==> src/rtl/mwdt_pkg.sv <==
package mwdt_pkg;
  localparam int DATA_W = 32;
  localparam int ADDR_W = 3;
  localparam int SEL_W  = 4;

  localparam logic [ADDR_W-1:0] A_SRCSEL = 3'd0;
  localparam logic [ADDR_W-1:0] A_PERIOD = 3'd1;
  localparam logic [ADDR_W-1:0] A_STATUS = 3'd2;
  localparam logic [ADDR_W-1:0] A_CMD    = 3'd3;
  localparam logic [ADDR_W-1:0] A_COUNT  = 3'd4;
  localparam logic [ADDR_W-1:0] A_TLEFT  = 3'd5;

  localparam int CMD_START_BIT = 0;
  localparam int CMD_STOP_BIT  = 1;
  localparam int CMD_PING_BIT  = 2;
  localparam int ACK_BIT       = 30;
  localparam int ST_RUN_BIT    = 0;
  localparam int ST_IRQ_BIT    = 1;
  localparam int ST_STRIKE_LSB = 12;

  typedef struct packed {
    logic start;
    logic stop;
    logic ping;
    logic ack;
  } wdt_cmd_t;
endpackage

==> src/rtl/mwdt_tick_sel.sv <==
module mwdt_tick_sel #(
  parameter int NSRC  = 4,
  parameter int SEL_W = 4
) (
  input  logic [NSRC-1:0]  tick_i,
  input  logic [SEL_W-1:0] sel_i,
  output logic             tick_o
);
  logic [NSRC-1:0] lane_hit;

  genvar g;
  generate
    for (g = 0; g < NSRC; g++) begin : g_lane
      assign lane_hit[g] = tick_i[g] && (sel_i == SEL_W'(g));
    end
  endgenerate

  assign tick_o = |lane_hit;
endmodule

==> src/rtl/mwdt_core.sv <==
module mwdt_core
  import mwdt_pkg::*;
#(
  parameter int CNT_W    = 29,
  parameter int EXPIRIES = 5,
  localparam int EXP_W   = $clog2(EXPIRIES)
) (
  input  logic             clk_i,
  input  logic             rst_ni,
  input  logic             tick_i,
  input  wdt_cmd_t         cmd_i,
  input  logic [CNT_W-1:0] period_i,
  output logic [CNT_W-1:0] cnt_o,
  output logic [EXP_W-1:0] strike_o,
  output logic             run_o,
  output logic             irq_o,
  output logic             rst_req_o
);
  localparam logic [EXP_W-1:0] LAST_STRIKE = EXP_W'(EXPIRIES - 1);

  logic [CNT_W-1:0] cnt_q, cnt_d;
  logic [EXP_W-1:0] strike_q, strike_d;
  logic             run_q, run_d, irq_q, irq_d, req_q, req_d;
  logic             lapse;

  assign lapse = run_q && tick_i && (cnt_q[CNT_W-1:1] == '0);

  always_comb begin
    cnt_d    = cnt_q;
    strike_d = strike_q;
    run_d    = run_q;
    irq_d    = irq_q;
    req_d    = 1'b0;
    if (cmd_i.stop) begin
      run_d = 1'b0; cnt_d = '0; strike_d = '0; irq_d = 1'b0;
    end else if (cmd_i.start) begin
      run_d = 1'b1; cnt_d = period_i; strike_d = '0; irq_d = 1'b0;
    end else if (cmd_i.ping && run_q) begin
      cnt_d = period_i; strike_d = '0; irq_d = 1'b0;
    end else begin
      if (cmd_i.ack) irq_d = 1'b0;
      if (lapse) begin
        if (strike_q == LAST_STRIKE) begin
          req_d = 1'b1; run_d = 1'b0; cnt_d = '0; strike_d = '0; irq_d = 1'b0;
        end else begin
          strike_d = strike_q + 1'b1; cnt_d = period_i; irq_d = 1'b1;
        end
      end else if (run_q && tick_i) begin
        cnt_d = cnt_q - 1'b1;
      end
    end
  end

  always_ff @(posedge clk_i) begin
    if (!rst_ni) begin
      cnt_q <= '0; strike_q <= '0; run_q <= 1'b0; irq_q <= 1'b0; req_q <= 1'b0;
    end else begin
      cnt_q <= cnt_d; strike_q <= strike_d; run_q <= run_d; irq_q <= irq_d; req_q <= req_d;
    end
  end

  assign cnt_o     = cnt_q;
  assign strike_o  = strike_q;
  assign run_o     = run_q;
  assign irq_o     = irq_q;
  assign rst_req_o = req_q;

  // the reset request lasts one cycle
  a_r3_single_pulse: assert property (@(posedge clk_i) disable iff (!rst_ni)
    req_q |=> !req_q);
  // the request only follows a lapse at the last strike
  a_r3_from_last: assert property (@(posedge clk_i) disable iff (!rst_ni)
    req_q |-> ($past(strike_q) == LAST_STRIKE) && !run_q && (cnt_q == '0));
  // strike count never passes the last strike
  a_r2_strike_bound: assert property (@(posedge clk_i) disable iff (!rst_ni)
    strike_q <= LAST_STRIKE);
  // a stopped block holds everything at zero
  a_r5_stopped_quiet: assert property (@(posedge clk_i) disable iff (!rst_ni)
    !run_q |-> (!irq_q && cnt_q == '0 && strike_q == '0));
  // a ping while running clears the strike count
  a_r4_ping_clears: assert property (@(posedge clk_i) disable iff (!rst_ni)
    (cmd_i.ping && run_q && !cmd_i.stop) |=> (strike_q == '0 && !irq_q));
endmodule

==> src/rtl/mwdt_timeleft.sv <==
module mwdt_timeleft #(
  parameter int CNT_W    = 29,
  parameter int EXPIRIES = 5,
  parameter int OUT_W    = 32,
  localparam int EXP_W   = $clog2(EXPIRIES)
) (
  input  logic [CNT_W-1:0] cnt_i,
  input  logic [EXP_W-1:0] strike_i,
  input  logic [CNT_W-1:0] period_i,
  input  logic             run_i,
  output logic [OUT_W-1:0] left_o
);
  logic [EXP_W-1:0] remaining;
  logic [OUT_W-1:0] span;

  assign remaining = EXP_W'(EXPIRIES - 1) - strike_i;
  assign span      = OUT_W'(period_i) * OUT_W'(remaining);
  assign left_o    = run_i ? (OUT_W'(cnt_i) + span) : '0;
endmodule

==> src/rtl/mwdt_regif.sv <==
module mwdt_regif
  import mwdt_pkg::*;
#(
  parameter int CNT_W    = 29,
  parameter int EXPIRIES = 5,
  localparam int EXP_W   = $clog2(EXPIRIES)
) (
  input  logic              clk_i,
  input  logic              rst_ni,
  input  logic              wr_en_i,
  input  logic [ADDR_W-1:0] wr_addr_i,
  input  logic [DATA_W-1:0] wr_data_i,
  input  logic              rd_en_i,
  input  logic [ADDR_W-1:0] rd_addr_i,
  output logic [DATA_W-1:0] rd_data_o,
  output logic              rd_valid_o,
  input  logic [CNT_W-1:0]  cnt_i,
  input  logic [EXP_W-1:0]  strike_i,
  input  logic              run_i,
  input  logic              irq_i,
  input  logic [DATA_W-1:0] left_i,
  output wdt_cmd_t          cmd_o,
  output logic [SEL_W-1:0]  sel_o,
  output logic [CNT_W-1:0]  period_o
);
  logic [SEL_W-1:0]  sel_q;
  logic [CNT_W-1:0]  period_q;
  logic [DATA_W-1:0] rdata_q, rmux;
  logic              rvalid_q;
  logic              cmd_wr;

  assign cmd_wr        = wr_en_i && (wr_addr_i == A_CMD);
  assign cmd_o.start   = cmd_wr && wr_data_i[CMD_START_BIT];
  assign cmd_o.stop    = cmd_wr && wr_data_i[CMD_STOP_BIT];
  assign cmd_o.ping    = cmd_wr && wr_data_i[CMD_PING_BIT];
  assign cmd_o.ack     = wr_en_i && (wr_addr_i == A_COUNT) && wr_data_i[ACK_BIT];

  always_ff @(posedge clk_i) begin
    if (!rst_ni) begin
      sel_q    <= '0;
      period_q <= '0;
    end else if (wr_en_i) begin
      if (wr_addr_i == A_SRCSEL) sel_q    <= wr_data_i[SEL_W-1:0];
      if (wr_addr_i == A_PERIOD) period_q <= wr_data_i[CNT_W-1:0];
    end
  end

  always_comb begin
    rmux = '0;
    unique case (rd_addr_i)
      A_SRCSEL: rmux[SEL_W-1:0] = sel_q;
      A_PERIOD: rmux[CNT_W-1:0] = period_q;
      A_STATUS: begin
        rmux[ST_RUN_BIT] = run_i;
        rmux[ST_IRQ_BIT] = irq_i;
        rmux[ST_STRIKE_LSB +: EXP_W] = strike_i;
      end
      A_COUNT: begin
        rmux[CNT_W-1:0] = cnt_i;
        rmux[ACK_BIT]   = irq_i;
      end
      A_TLEFT: rmux = left_i;
      default: rmux = '0;
    endcase
  end

  always_ff @(posedge clk_i) begin
    if (!rst_ni) begin
      rvalid_q <= 1'b0;
      rdata_q  <= '0;
    end else begin
      rvalid_q <= rd_en_i;
      if (rd_en_i) rdata_q <= rmux;
    end
  end

  assign rd_data_o  = rdata_q;
  assign rd_valid_o = rvalid_q;
  assign sel_o      = sel_q;
  assign period_o   = period_q;

  // read data valid follows the read strobe by one cycle
  a_r11_rd_latency: assert property (@(posedge clk_i) disable iff (!rst_ni)
    rd_valid_o |-> $past(rd_en_i));
  // a PERIOD write is visible on the next cycle
  a_r10_period_upd: assert property (@(posedge clk_i) disable iff (!rst_ni)
    (wr_en_i && wr_addr_i == A_PERIOD) |=> period_o == $past(wr_data_i[CNT_W-1:0]));
endmodule

==> src/rtl/multi_expiry_wdt.sv <==
module multi_expiry_wdt
  import mwdt_pkg::*;
#(
  parameter int NSRC     = 4,
  parameter int CNT_W    = 29,
  parameter int EXPIRIES = 5
) (
  input  logic              clk_i,
  input  logic              rst_ni,
  input  logic [NSRC-1:0]   tick_i,
  input  logic              wr_en_i,
  input  logic [2:0]        wr_addr_i,
  input  logic [31:0]       wr_data_i,
  input  logic              rd_en_i,
  input  logic [2:0]        rd_addr_i,
  output logic [31:0]       rd_data_o,
  output logic              rd_valid_o,
  output logic              irq_o,
  output logic              sys_rst_req_o
);
  localparam int EXP_W = $clog2(EXPIRIES);

  wdt_cmd_t         cmd;
  logic [SEL_W-1:0] sel;
  logic [CNT_W-1:0] period, cnt;
  logic [EXP_W-1:0] strike;
  logic             run, irq, tick;
  logic [DATA_W-1:0] left;

  mwdt_regif #(.CNT_W(CNT_W), .EXPIRIES(EXPIRIES)) u_regif (
    .clk_i(clk_i), .rst_ni(rst_ni),
    .wr_en_i(wr_en_i), .wr_addr_i(wr_addr_i), .wr_data_i(wr_data_i),
    .rd_en_i(rd_en_i), .rd_addr_i(rd_addr_i),
    .rd_data_o(rd_data_o), .rd_valid_o(rd_valid_o),
    .cnt_i(cnt), .strike_i(strike), .run_i(run), .irq_i(irq), .left_i(left),
    .cmd_o(cmd), .sel_o(sel), .period_o(period)
  );

  mwdt_tick_sel #(.NSRC(NSRC), .SEL_W(SEL_W)) u_tick (
    .tick_i(tick_i), .sel_i(sel), .tick_o(tick)
  );

  mwdt_core #(.CNT_W(CNT_W), .EXPIRIES(EXPIRIES)) u_core (
    .clk_i(clk_i), .rst_ni(rst_ni), .tick_i(tick), .cmd_i(cmd),
    .period_i(period), .cnt_o(cnt), .strike_o(strike), .run_o(run),
    .irq_o(irq), .rst_req_o(sys_rst_req_o)
  );

  mwdt_timeleft #(.CNT_W(CNT_W), .EXPIRIES(EXPIRIES), .OUT_W(DATA_W)) u_left (
    .cnt_i(cnt), .strike_i(strike), .period_i(period), .run_i(run), .left_o(left)
  );

  assign irq_o = irq;

  // no interrupt and no reset request while stopped
  a_r5_no_irq_stopped: assert property (@(posedge clk_i) disable iff (!rst_ni)
    (!run && !$past(run)) |-> !sys_rst_req_o && !irq_o);
  // ticks-left is zero whenever stopped
  a_r8_left_zero: assert property (@(posedge clk_i) disable iff (!rst_ni)
    !run |-> left == '0);
endmodule

==> config.mk <==
export PLATFORM = sky130hd
export DESIGN_NAME = multi_expiry_wdt
export DESIGN_NICKNAME = d
export VERILOG_FILES = /design/src/rtl/mwdt_pkg.sv /design/src/rtl/mwdt_tick_sel.sv /design/src/rtl/mwdt_core.sv /design/src/rtl/mwdt_timeleft.sv /design/src/rtl/mwdt_regif.sv /design/src/rtl/multi_expiry_wdt.sv
export SDC_FILE = /design/constraint.sdc
export NUM_CORES = 1
export LEC_CHECK = 0
export ABC_CLOCK_PERIOD_IN_PS = 15100
export BUFFER_PORTS_ARGS = -buffer_cell sky130_fd_sc_hd__buf_4
export CORE_MARGIN = 4
export CORE_UTILIZATION = 45
export CTS_CLUSTER_SIZE = 25
export DETAILED_ROUTE_END_ITERATION = 8
export GPL_ROUTABILITY_DRIVEN = 0
export MAX_ROUTING_LAYER = met4
export PLACE_DENSITY = 0.74
export SLEW_MARGIN = 30
export SYNTH_ARGS = -nofsm -noshare
export SYNTH_HDL_FRONTEND = slang
export SYNTH_HIERARCHICAL = 1
export SYNTH_SLANG_ARGS = --single-unit
==> constraint.sdc <==
create_clock -name clk_i -period 15.1 [get_ports clk_i]
set_input_delay 1.51 -clock clk_i [delete_from_list [all_inputs] [get_ports clk_i]]
set_output_delay 1.51 -clock clk_i [all_outputs]
set_load 0.005 [all_outputs]
==> summary.txt <==
startpoint types: register
Crit path top cell by count: inv_1
root buffer cell: clkbuf_16
CP endpoint kind: register
DP HPWL: 19450 um
total track usage: 23.39%
max_cap viols: 0
Post-CTS Hold Fix Bufs: 0
clk buf depth: 2
CTS H-tree depth: 3
post_cts resized: 0
Distinct cells, synth: 81
# nets final: 1374
final core utilization: 51.09%
syn nets: 1336
initial core utilization: 46.02%
via count: 8677
crit path buf inv count: 4
worst-skew pair later-pin latency: 350 ps
hold path start: u_regif/rd_data_o[17]$_SDFFE_PN0P_
Tightest Pin Transition: 933.7 ps
post-synth top area share: 21.57%
fin crit share: 37.96%
Crit. path cell count: 20
die height: 152.3 um
Setup WS post-layout: 9368 ps
worst reg2reg path endpoint: u_regif/rd_data_o[25]$_SDFFE_PN0P_
Rows: 52
CP max stage cell: xor2_1
clk sinks: 101
# diodes: 0
PwrDens: 63.57 nW/um^2
Synth Warn #: 6
Synth Cell Area: 9373 um^2
core area: 20360 um^2
Mean Syn Cell Area: 7.843 um^2
pin count of the biggest net entering global routing: 50
postcts setup bufs: 0
antenna-violating nets left: 0
post-route design area: 10400 um^2
sequential share of the synthesized area: 21.57%
Hold Path Class: register to register
drt first pass iters: 5
Final Setup Violations: 0
Syn Inst Count: 1195
r2r startpoint: u_core/strike_o[1]$_SDFFE_PP0N_
Max Clk Rate: 174.5 MHz
fraction of layout cells with a size suffix above 1: 13.10%
total global routing overflow: 0
WHS Path Cells: 2
detailed-route vias per instance: 5.758
IO buf count: 78
Routed wire per std cell: 17.83 um
Placed Area: 10090 um^2
Remaining DRCs: 0
leading area contributor after synthesis: dfxtp_1
crit path max fanout: 23
Filler cells: 1990
Final Hold Fails: 0
synthesis-to-finish area growth: 11.00%
ranking of synthesized cells by area: dfxtp_1 (22%), fa_1 (12%), and2_1 (7.3%), nand2_1 (6.1%), inv_1 (5.8%)
CTS tree: done
Worst Reg-to-Reg Cells: 20
Worst Hold Path EP: u_regif/rd_data_o[17]$_SDFFE_PN0P_
Chip Width: 152.3 um
Leakage: 4.465 nW
Fin Setup TNS: 0 ps
initial antenna violation count: 0
RSZ-0062 raised after global routing: no
clock transition at the registers of the reported paths: 70 ps
reg2reg setup slack: 9370 ps
CP peak stage delay: 580 ps
minimum period implied by the final worst setup slack: 5732 ps
status: complete, no violations
required time of the critical path: 15330 ps
post-synthesis register bit count: 101
slew margin rel.: 37.75%
total power: 0.6614 mW
cell family with most CP delay: compound AO/OA/AOI/OAI gates
clock skew: 10.65 ps
drt total wl: 26870 um
worst-case vdd ir drop: 0.04706 mV
vias in the first global route: 8280
Slew Limit Fails: 0
Post-synth EDFFs: 0
data arrival time of the critical path: 5960 ps
Worst Setup Path Type: register to register
dpl ws: 9537 ps
main flop type after synthesis: dfxtp_1
Die ar.: 23200 um^2
FFs w/ async S/R, synth: 0%
crit-path cells: inv_1, ha_1, xor2_1, buf_4, and2_1, fa_1, inv_1, fa_1, inv_1, ha_1, and2b_1, o2111ai_1, a21oi_1, o21ai_0, o21ai_0, xor2_1, and2_1, mux2_2, a22oi_1, o21ai_1
CTS Buf Count: 9
first-pass GRT wire length: 43830 um
IO Pins: 81
DRT iter0 DRCs: 985
==> state kept, by name, summed over array words and instances (netlist names) <==
register,flops
u_regif/rd_data_o,32
u_core/cnt_o,29
u_regif/period_o,29
u_regif/sel_o,4
u_core/strike_o,3
u_core/irq_o,1
u_core/rst_req_o,1
u_core/run_o,1
u_regif/rd_valid_o,1
==> cells in the final DEF, fill, tap and decap left out, types with 7 or more instances in the layout <==
cell / instances
a21boi_1: 32
a21o_1: 7
a21oi_1: 62
a22o_1: 7
a22oi_1: 31
a31oi_1: 7
and2_1: 109
buf_4: 88
clkbuf_16: 9
dfxtp_1: 101
fa_1: 55
ha_1: 40
inv_1: 146
mux2_2: 32
mux2i_1: 12
nand2_1: 152
nand2b_1: 16
nand3_1: 20
nand4_1: 15
nor2_1: 38
nor2b_1: 14
nor3_1: 18
nor4_1: 14
o211ai_1: 7
o21ai_0: 48
o21ai_1: 29
xnor2_1: 17
xor2_1: 9
==> report_power, final <==
part,switching (mW),internal [mW],leakage (nW),total [mW]
registers,0.0109,0.272,0.817,0.283
logic,0.0770,0.0505,3.50,0.128
clock network,0.106,0.145,0.150,0.250
==> logic make-up (layout without fill, tap and decap cells) <==
kind of cell | Yosys count | count (layout) | share of synthesized area (%)
flops | 101 | 101 | 21.57
fa+ha+maj | 95 | 95 | 17.09
mux | 45 | 45 | 5.367
compound gates | 281 | 281 | 19.64
xor+xnor | 26 | 26 | 2.430
buf+inv | 207 | 249 | 8.904
simple gates | 440 | 440 | 25.00
==> metal layers <==
metal,share of wire [%],up-vias,routed length (um),GRT usage [%]
met3,7.7,67,2057,3.266
li1,-,4122,-,-
met4,3.3,0,881,8.091
met1,44,4139,11840,31.39
met5,0,-,0,-
met2,45,349,12090,36.39
==> worst reg2reg max path: stages (launching register included) <==
cell and delay, ps:
dfxtp_1 390, inv_1 60, ha_1 190, xor2_1 580
buf_4 400, and2_1 200, fa_1 390, inv_1 90
fa_1 420, inv_1 70, ha_1 250, and2b_1 200
o2111ai_1 330, a21oi_1 200, o21ai_0 550, o21ai_0 390
xor2_1 240, and2_1 190, mux2_2 260, a22oi_1 140
o21ai_1 70
==> Yosys cell counts (20+ instances only) <==
library cell,n
nand2_1,152
inv_1,146
and2_1,109
dfxtp_1,101
a21oi_1,62
fa_1,55
o21ai_0,48
ha_1,40
nor2_1,38
clkbuf_1,36
a21boi_1,32
mux2_2,32
a22oi_1,31
o21ai_1,29
nand3_1,20
==> through the flow <==
step | std cells | hold WS (ps)
floorplan | 1195 | 445.9
global placement | 1492 | 437.9
detailed placement | 1492 | 442.1
CTS | 1507 | 451.8
global route | 1507 | 463.6
finish | 1507 | 445.9
==> how the worst max path moves through the flow <==
stage	start	end	slack [ps]
after floorplan	u_core/strike_o[0]$_SDFFE_PP0N_	u_regif/rd_data_o[14]$_SDFFE_PN0P_	10240
after global placement	u_core/strike_o[1]$_SDFFE_PP0N_	u_regif/rd_data_o[25]$_SDFFE_PN0P_	9570
after detailed placement	u_core/strike_o[1]$_SDFFE_PP0N_	u_regif/rd_data_o[25]$_SDFFE_PN0P_	9540
after CTS	u_core/strike_o[1]$_SDFFE_PP0N_	u_regif/rd_data_o[25]$_SDFFE_PN0P_	9480
after global routing	u_core/strike_o[1]$_SDFFE_PP0N_	u_regif/rd_data_o[25]$_SDFFE_PN0P_	9290
final	u_core/strike_o[1]$_SDFFE_PP0N_	u_regif/rd_data_o[25]$_SDFFE_PN0P_	9370
==> cell type report <==
cell class | instances | area (um^2) | share of cell area (%)
clock buffers | 11 | 232.7 | 2.237
clock inverters | 4 | 73.82 | 0.7096
inverters | 146 | 548.0 | 5.268
multi-input cells | 887 | 6529 | 62.75
flip-flops and latches | 101 | 2022 | 19.43
well taps | 270 | 337.8 | 3.247
repair buffers | 88 | 660.6 | 6.350
No activity file was read; power rests on OpenSTA's default activity.
